File: config.mk
export PLATFORM = sky130hd
export DESIGN_NAME = sram_wr_seq
export DESIGN_NICKNAME = d
export VERILOG_FILES = /design/src/rtl/sram_wr_pkg.sv /design/src/rtl/sram_wr_ctrl.sv /design/src/rtl/sram_wr_dp.sv /design/src/rtl/sram_wr_seq.sv
export SDC_FILE = /design/constraint.sdc
export NUM_CORES = 1
export LEC_CHECK = 0
export ABC_CLOCK_PERIOD_IN_PS = 1670
export BUFFER_PORTS_ARGS = -buffer_cell sky130_fd_sc_hd__buf_2
export CORE_MARGIN = 1.5
export CORE_UTILIZATION = 44
export DETAILED_ROUTE_END_ITERATION = 6
export PLACE_DENSITY_LB_ADDON = 0.3
export REMOVE_ABC_BUFFERS = 1
export SYNTH_ARGS = -nofsm -noshare
export SYNTH_HDL_FRONTEND = slang
export SYNTH_SLANG_ARGS = --single-unit
File: constraint.sdc
create_clock -name clk -period 1.67 [get_ports clk]
set_input_delay 0 -clock clk [delete_from_list [all_inputs] [get_ports clk]]
set_output_delay 0 -clock clk [all_outputs]
set_load 0.02 [all_outputs]
File: src/rtl/sram_wr_pkg.sv
package sram_wr_pkg;

  typedef enum logic [2:0] {
    ST_IDLE,
    ST_SETUP,
    ST_ARM,
    ST_PULSE,
    ST_HOLD,
    ST_RECOV,
    ST_SKIP
  } wrState_t;

  // Control-to-datapath strobes
  typedef struct packed {
    logic load;     // capture request fields
    logic weOn;     // write enable active
    logic selOn;    // chip selects and enabled lanes active
    logic driveOn;  // drive write data onto the bus
  } wrStrobe_t;

endpackage

File: src/rtl/sram_wr_ctrl.sv
module sram_wr_ctrl
  import sram_wr_pkg::*;
#(
  parameter int CNT_W = 4
) (
  input  logic             clk,
  input  logic             rstN,
  input  logic             reqValid,
  input  logic             reqBeAny,
  input  logic             reqCsMode,
  input  logic [CNT_W-1:0] cfgSetup,
  input  logic [CNT_W-1:0] cfgPulse,
  input  logic [CNT_W-1:0] cfgHold,
  input  logic [CNT_W-1:0] cfgRecov,
  output logic             reqReady,
  output logic             done,
  output wrStrobe_t        stb
);

  localparam logic [CNT_W-1:0] ONE  = 1;
  localparam logic [CNT_W-1:0] ZERO = '0;

  wrState_t         state, stateD;
  logic [CNT_W-1:0] cnt, cntD;
  logic [CNT_W-1:0] pulseM1, holdM1, recovM1;
  logic             csModeQ;

  // Effective count minus one; a programmed zero behaves as one
  function automatic logic [CNT_W-1:0] effM1(input logic [CNT_W-1:0] v);
    return (v == ZERO) ? ZERO : v - ONE;
  endfunction

  always_comb begin
    stateD = state;
    cntD   = cnt;
    unique case (state)
      ST_IDLE: begin
        if (reqValid) begin
          if (reqBeAny) begin
            stateD = ST_SETUP;
            cntD   = effM1(cfgSetup);
          end else begin
            stateD = ST_SKIP;
          end
        end
      end
      ST_SETUP: begin
        if (cnt == ZERO) stateD = ST_ARM;
        else             cntD   = cnt - ONE;
      end
      ST_ARM: begin
        stateD = ST_PULSE;
        cntD   = pulseM1;
      end
      ST_PULSE: begin
        if (cnt == ZERO) begin
          stateD = ST_HOLD;
          cntD   = holdM1;
        end else begin
          cntD = cnt - ONE;
        end
      end
      ST_HOLD: begin
        if (cnt == ZERO) begin
          stateD = ST_RECOV;
          cntD   = recovM1;
        end else begin
          cntD = cnt - ONE;
        end
      end
      ST_RECOV: begin
        if (cnt == ZERO) stateD = ST_IDLE;
        else             cntD   = cnt - ONE;
      end
      ST_SKIP: stateD = ST_IDLE;
      default: stateD = ST_IDLE;
    endcase
  end

  always_ff @(posedge clk or negedge rstN) begin
    if (!rstN) begin
      state   <= ST_IDLE;
      cnt     <= ZERO;
      pulseM1 <= ZERO;
      holdM1  <= ZERO;
      recovM1 <= ZERO;
      csModeQ <= 1'b0;
    end else begin
      state <= stateD;
      cnt   <= cntD;
      if (state == ST_IDLE && reqValid) begin
        csModeQ <= reqCsMode;
        pulseM1 <= effM1(cfgPulse);
        holdM1  <= effM1(cfgHold);
        recovM1 <= effM1(cfgRecov);
      end
    end
  end

  // Strobe decode from the registered state
  always_comb begin
    stb.load    = (state == ST_IDLE) && reqValid && reqBeAny;
    stb.weOn    = (state == ST_ARM) || (state == ST_PULSE) ||
                  ((state == ST_HOLD) && csModeQ);
    stb.selOn   = (state == ST_ARM) || (state == ST_PULSE) ||
                  ((state == ST_HOLD) && !csModeQ);
    stb.driveOn = (state == ST_PULSE) || (state == ST_HOLD);
  end

  assign reqReady = (state == ST_IDLE);
  assign done     = ((state == ST_RECOV) && (cnt == ZERO)) || (state == ST_SKIP);

endmodule

File: src/rtl/sram_wr_dp.sv
module sram_wr_dp
  import sram_wr_pkg::*;
#(
  parameter int ADDR_W = 18,
  parameter int DATA_W = 16,
  parameter int LANES  = DATA_W / 8
) (
  input  logic              clk,
  input  logic              rstN,
  input  wrStrobe_t         stb,
  input  logic [ADDR_W-1:0] reqAddr,
  input  logic [DATA_W-1:0] reqData,
  input  logic [LANES-1:0]  reqBe,
  output logic [ADDR_W-1:0] memAddr,
  output logic              memWeN,
  output logic              memChipSelN,
  output logic              memChipSel,
  output logic [LANES-1:0]  memByteSelN,
  output logic [DATA_W-1:0] memDout,
  output logic              memDoutEn
);

  logic [ADDR_W-1:0] addrQ;
  logic [DATA_W-1:0] dataQ;
  logic [LANES-1:0]  beQ;

  always_ff @(posedge clk or negedge rstN) begin
    if (!rstN) begin
      addrQ <= '0;
      dataQ <= '0;
      beQ   <= '0;
    end else if (stb.load) begin
      addrQ <= reqAddr;
      dataQ <= reqData;
      beQ   <= reqBe;
    end
  end

  assign memAddr     = addrQ;
  assign memDout     = dataQ;
  assign memDoutEn   = stb.driveOn;
  assign memWeN      = ~stb.weOn;
  assign memChipSelN = ~stb.selOn;
  assign memChipSel  = stb.selOn;

  for (genvar g = 0; g < LANES; g++) begin : g_lane
    assign memByteSelN[g] = ~(stb.selOn & beQ[g]);
  end

endmodule

File: src/rtl/sram_wr_seq.sv
module sram_wr_seq
  import sram_wr_pkg::*;
#(
  parameter int ADDR_W = 18,
  parameter int DATA_W = 16,
  parameter int CNT_W  = 4,
  localparam int LANES = DATA_W / 8
) (
  input  logic              clk,
  input  logic              rstN,
  input  logic              reqValid,
  output logic              reqReady,
  input  logic [ADDR_W-1:0] reqAddr,
  input  logic [DATA_W-1:0] reqData,
  input  logic [LANES-1:0]  reqBe,
  input  logic              reqCsMode,
  input  logic [CNT_W-1:0]  cfgSetup,
  input  logic [CNT_W-1:0]  cfgPulse,
  input  logic [CNT_W-1:0]  cfgHold,
  input  logic [CNT_W-1:0]  cfgRecov,
  output logic              done,
  output logic [ADDR_W-1:0] memAddr,
  output logic              memWeN,
  output logic              memChipSelN,
  output logic              memChipSel,
  output logic [LANES-1:0]  memByteSelN,
  output logic [DATA_W-1:0] memDout,
  output logic              memDoutEn
);

  wrStrobe_t stb;

  sram_wr_ctrl #(.CNT_W(CNT_W)) u_ctrl (
    .clk      (clk),
    .rstN     (rstN),
    .reqValid (reqValid),
    .reqBeAny (|reqBe),
    .reqCsMode(reqCsMode),
    .cfgSetup (cfgSetup),
    .cfgPulse (cfgPulse),
    .cfgHold  (cfgHold),
    .cfgRecov (cfgRecov),
    .reqReady (reqReady),
    .done     (done),
    .stb      (stb)
  );

  sram_wr_dp #(.ADDR_W(ADDR_W), .DATA_W(DATA_W), .LANES(LANES)) u_dp (
    .clk        (clk),
    .rstN       (rstN),
    .stb        (stb),
    .reqAddr    (reqAddr),
    .reqData    (reqData),
    .reqBe      (reqBe),
    .memAddr    (memAddr),
    .memWeN     (memWeN),
    .memChipSelN(memChipSelN),
    .memChipSel (memChipSel),
    .memByteSelN(memByteSelN),
    .memDout    (memDout),
    .memDoutEn  (memDoutEn)
  );

endmodule

; After elaboration in Yosys (flattened, before gate mapping)
; Cells that the tools add are included.
[totals]
ff_bits = 56
input_bits = 56
elab_cells = 72
[classes]
addsub = 5
eq_ne = 13
n_mux = 17
n_bitwise = 6
reduce_logical = 22
[op_table]
columns = op, count
row1 = $mux 4, 9
row2 = $logic_not 4->1, 5
row3 = $pmux 4 s5, 1
row4 = $sub 4x1->4 const B, 5
row5 = $mux 3, 6
row6 = $pmux 3 s6, 1
row7 = $ne 2x1->1 const B, 5
row8 = $eq 3x3->1 const B, 3
row9 = $eq 3x2->1 const B, 2
row10 = $logic_and 1x1->1, 5
row11 = $logic_or 1x1->1, 5
row12 = $reduce_and 5->1, 1
row13 = $reduce_bool 5->1, 1
row14 = $ne 2x2->1 const B, 2
row15 = $not 1->1, 4
row16 = $reduce_and 4->1, 1
row17 = $reduce_or 2->1, 2
row18 = $eq 3x1->1 const B, 1
row19 = $logic_not 3->1, 1
row20 = $and 1x1->1, 2
row21 = $logic_not 1->1, 1

; Depth between registers and ports, before layout
[logic_depth]
ltp_word = 5
mapped_depth = 8

; Cells and area by module
; A second synthesis with hierarchy kept.
[unflattened]
cells_unflattened = 236
hier_area_um2 = 2855.2
[by_module_without_submodules]
columns = module, n_inst, cells_each, area_per_inst_um2
row1 = sram_wr_dp, 1, 82, 1520.2
row2 = sram_wr_ctrl, 1, 153, 1328.8
row3 = sram_wr_seq, 1, 1, 6.3

; Worst setup path before layout
; OpenSTA, ideal clock, no wires.
[synth_path]
path_type = register to register
startpoint = register u_ctrl.state[0]
endpoint = register u_dp.dataQ[10] (netlist: u_dp.memDout[10])
setup_ns = 0.125
t_arrival_ns = 1.731
required_time_ns = 1.545
setup_slack_ns = -0.186
path_stages_with_launch = 7
path_buffers = 2
synth_period_minus_slack_ns = 1.856
path_cell_list = dfrtp_1 buf_6 nor3_4 nand2_2 nor2_8 buf_6 mux2_2
[synth_between]
elab_chain_cells = 3
[synth_lines]
columns = element, line_no
row1 = "start, declared", sram_wr_ctrl.sv:23  ; wrState_t state, stateD;
row2 = "start signal, assigned", sram_wr_ctrl.sv:89  ; state <= stateD;
row3 = $logic_not 3->1, -
row4 = via reqReady, sram_wr_seq.sv:12  ; output logic reqReady,
row5 = $logic_and 1x1->1 (2 in a row), sram_wr_ctrl.sv:102  ; stb.load = (state == ST_IDLE) && reqValid && reqBeAny;
row6 = "end signal, assigned", sram_wr_dp.sv:34  ; dataQ <= reqData;
row7 = "end, declared", sram_wr_dp.sv:24  ; logic [DATA_W-1:0] dataQ;
; The timed path passes the listed nets, and every way through them passes these cells.
; A chain may end at the register's enable or synchronous reset.

; Worst setup path in the final report
[layout_path]
startpoint = register u_ctrl.cnt[1]
endpoint = register u_ctrl.cnt[2]
[layout_between]
elab_chain_cells = 3
word_cells_on_any_way = 8
classes_between = add/sub: 1 / eq/ne: 1 / mux: 4 / reduce/logical: 2
[layout_lines]
columns = element, line_no
row1 = "start, declared", sram_wr_ctrl.sv:24  ; logic [CNT_W-1:0] cnt, cntD;
row2 = "start signal, assigned", sram_wr_ctrl.sv:90  ; cnt <= cntD;
row3 = $sub 4x1->4 or $logic_not 4->1 (tied branches), -
row4 = $mux 4 (tied with other cells), "sram_wr_ctrl.sv:48, sram_wr_ctrl.sv:72"
row5 = $pmux 4 s5 or $reduce_and 4->1 (tied branches), -
; Parallel ways exist; a longest one is shown, timed or not. The select of a mux whose other input is x is not followed.

==> results.py <==
metrics = {
    "placed_design": {
        "portBuffers": 97,
        "place_congestion": 0.7516,
        "dpl.hpwl_mm": 4.424,
        "post_dp_cell_area_um2": 3415,
    },
    "cts": {
        "cts.clk_slew.worst_paths_ns": 0.10,
        "clock_latency_ns": 0.31,
        "clock_path_buffers": 2,
        "clock_sinks": 56,
        "clockRootBuffer": "clkbuf_8",
        "cts_tree": "done",
        "htreeDepth": 2,
        "cts_inserted_buffers": 5,
    },
    "grt": {
        "grt.total_usage_pct": 20.55,
        "grt_start_max_net_pins": 38,
        "gr-total-overflow": 0,
        "grt_pass1_vias": 2412,
        "grt_antenna_before_repair": 0,
        "grt_pass1_wl_mm": 10.36,
    },
    "pwr": {
        "switching_share_pct": 39.51,
        "p_clk_share_pct": 9.8,
        "pwr-share-comb_pct": 57.5,
        "p_sw_uw": 3015,
        "ir_drop_v": 0.0009201,
        "p_per_area_nw_per_um2": 1733,
        "p_seq_share_pct": 32.7,
        "p_int_uw": 4617,
        "leakage_uw": 0.002127,
    },
    "job": {
        "drv_cap": 0,
    },
    "cells_and_area": {
        "layout.cells.most_common": "buf_2",
        "layout-drive-gt1-share_pct": 52.39,
        "synthToLayoutAreaGrowth_pct": 64.06,
        "nets": 475,
        "fin_area_um2": 4403,
        "n_fill_cell": 382,
        "final_cell_mix": "92 x buf_2, 53 x dfrtp_1, 47 x dlygate4sd3_1",
        "diodes": 0,
    },
    "drt": {
        "dr.pass1.iters": 4,
        "post_drt_wl_per_cell_um": 16.46,
        "routed_wirelength_mm": 8.114,
        "drt-initial-drc-count": 81,
        "vias": 2526,
        "via_per_inst": 5.124,
        "drc": 0,
        "ant_nets": 0,
    },
    "worst_setup_path": {
        "crit_fanout": 5,
        "critPathLaunchType": "flip-flop",
        "crit_required_ns": 1.88,
        "r2r_start": "u_ctrl.cnt[1]",
        "rr_endpoint": "u_ctrl.cnt[2]",
        "worst-r2r-cell-count": 7,
        "worstSetupPathType": "reg -> reg",
        "rrSetupSlack_ns": -0.18,
        "cpMaxStageDelayCell": "dfrtp_1",
        "worst-endpoint-arrival_ns": 2.06,
        "critPathCaptureType": "flip-flop",
        "crit_chain": "inv_2, ha_1, or3b_4, buf_6, a22oi_4, o221ai_2, a32o_2",
        "slowest_delay_ns": 0.41,
    },
    "timing": {
        "tightest_slew_ns": 0.5080,
        "report.final.slew_viol_count": 0,
        "setup_viol_count_final": 20,
        "period_share_pct": 110.9,
        "rsz0062_at_grt": "true",
        "clock.fmax_ghz": 0.5398,
        "period_minus_slack_ns": 1.852,
        "worst_slack_ns": -0.1824,
        "hold_viol": 1,
        "finClkSkew_ns": 0.007562,
        "whs_ns": -0.002171,
        "tns_ns": -1.060,
        "slew_headroom_pct": 65.78,
    },
    "synth": {
        "synth_warnings": 0,
        "syn_avg_cell_area_um2": 11.72,
        "synth_cells": 229,
        "ys.flop_type": "dfrtp_1",
        "yosys.cell_types.count": 47,
        "synth_edf_count": 0,
        "ys_seq_elements": 56,
        "synth_top_area_share_pct": 52.21,
        "synth_largest_area_cell": "dfrtp_1",
        "ys_seq_area_share_pct": 52.21,
        "synth.area.top_cells": "dfrtp_1 52%, mux2_1 12%, nand2_1 3.8%",
        "synth.cell_area_um2": 2684,
        "synth-async-reset-ratio_pct": 100.0,
    },
    "outcome": {
        "status": "finished, violations left",
        "violations": "hold timing, setup timing",
    },
    "die": {
        "rows": 28,
        "ioPinCount": 98,
        "die_x_um": 81.10,
        "die_area_um2": 6577,
        "core_um2": 5921,
        "start_util_pct": 45.33,
        "die_y_um": 81.10,
    },
    "worst_hold_path": {
        "min_to": "u_ctrl.holdM1[3]",
        "hp-start": "cfgHold[3]",
        "whs_path_depth": 3,
        "worstHoldPathType": "in -> reg",
    },
}
[synth_stat cells (all sizes together), types with 3 or more instances]
cell,number
mux2,34
nor2,16
buf,9
a22oi,8
o31ai,3
nor3,10
inv,5
o21ai,12
o311ai,3
dfrtp,56
a21oi,8
nand2,28
a31oi,3
or4b,3
[worst max-delay path by stage]
stage | startpoint | to
floorplan | u_ctrl.state[0] | u_dp.memAddr[10]
global placement | u_ctrl.cnt[0] | u_ctrl.cnt[2]
detailed placement | u_ctrl.cnt[1] | u_ctrl.cnt[2]
CTS | u_ctrl.cnt[0] | done
global route | u_ctrl.cnt[1] | u_ctrl.cnt[2]
finish | u_ctrl.cnt[1] | u_ctrl.cnt[2]
[power groups by stage]
stage               Clock [uW]  Sequential [uW]  Combinational, uW
CTS                        767             2400               3590
global placement             0             2390               3220
floorplan                    0             2920               1440
finish                     749             2490               4390
global route               814             2560               4690
detailed placement           0             2430               3290
[cell families (layout without fill, tap and decap cells)]
family | count (synthesis) | in the layout | share of synthesized area (%)
and+or+nand+nor | 67 | 67 | 13.33
buffers and inverters | 16 | 205 | 4.288
xor gates and xnor gates | 1 | 1 | 0.3264
DFF | 56 | 56 | 52.21
adders and majority gates | 2 | 2 | 0.9323
AOI/OAI and AO/OA | 53 | 53 | 14.64
muxes | 34 | 34 | 14.27
[through the flow]
step	setup WS (ns)	utilization [%]	std cells	total power, uW
2_1_floorplan	-0.4090	-	219	4362
3_3_place_gp	-0.1443	57.67	420	5608
3_5_place_dp	-0.2315	57.67	420	5724
4_1_cts	-0.1736	68.60	482	6763
5_1_grt	-0.2370	74.37	493	8057
6_report	-0.1824	74.37	493	7632
[cell type report]
class | instances | area, um2 | area share (%)
multi-input combinational | 157 | 1360 | 30.89
clock inverter | 2 | 16.27 | 0.3694
tap | 75 | 93.84 | 2.131
sequential | 56 | 1405 | 31.91
timing repair buffer | 191 | 1431 | 32.51
inverter | 6 | 23.77 | 0.5399
clock buffer | 6 | 72.57 | 1.648
[registers in the layout (all words and copies together) (netlist names)]
signal and cells:
u_ctrl.holdM1 4, u_ctrl.cnt 4, u_dp.memAddr 18, u_dp.beQ 2, u_ctrl.pulseM1 4, u_dp.memDout 16
u_ctrl.recovM1 4, u_ctrl.state 3, u_ctrl.csModeQ 1
[critical path, delay by kind of cell, from the launching register on]
family	cells	cell delay [ns]
AOI/OAI and AO/OA	3	0.61
DFF	1	0.41
and+or+nand+nor	1	0.41
buffers and inverters	2	0.20
adders and majority gates	1	0.12
[layer usage]
metal | part of all wire, % | track usage, % | vias up
li1 | - | - | 1211
met1 | 42 | 22.58 | 1209
met2 | 51 | 39.50 | 91
met3 | 5.5 | 4.157 | 15
met4 | 1.6 | 5.862 | 0
met5 | 0 | 0 | -
[what timing repair did]
item | CTS | global route
pin swaps | 5 | 9
endpoints found under the hold margin | 65 | 0
buffers inserted | 7 | 8
hold buffers | 47 | 0
gates resized for setup | 12 | 62
cloned | 0 | 3
setup endpoints to repair | 36 | 49
Power figures use the tool's default switching activity.
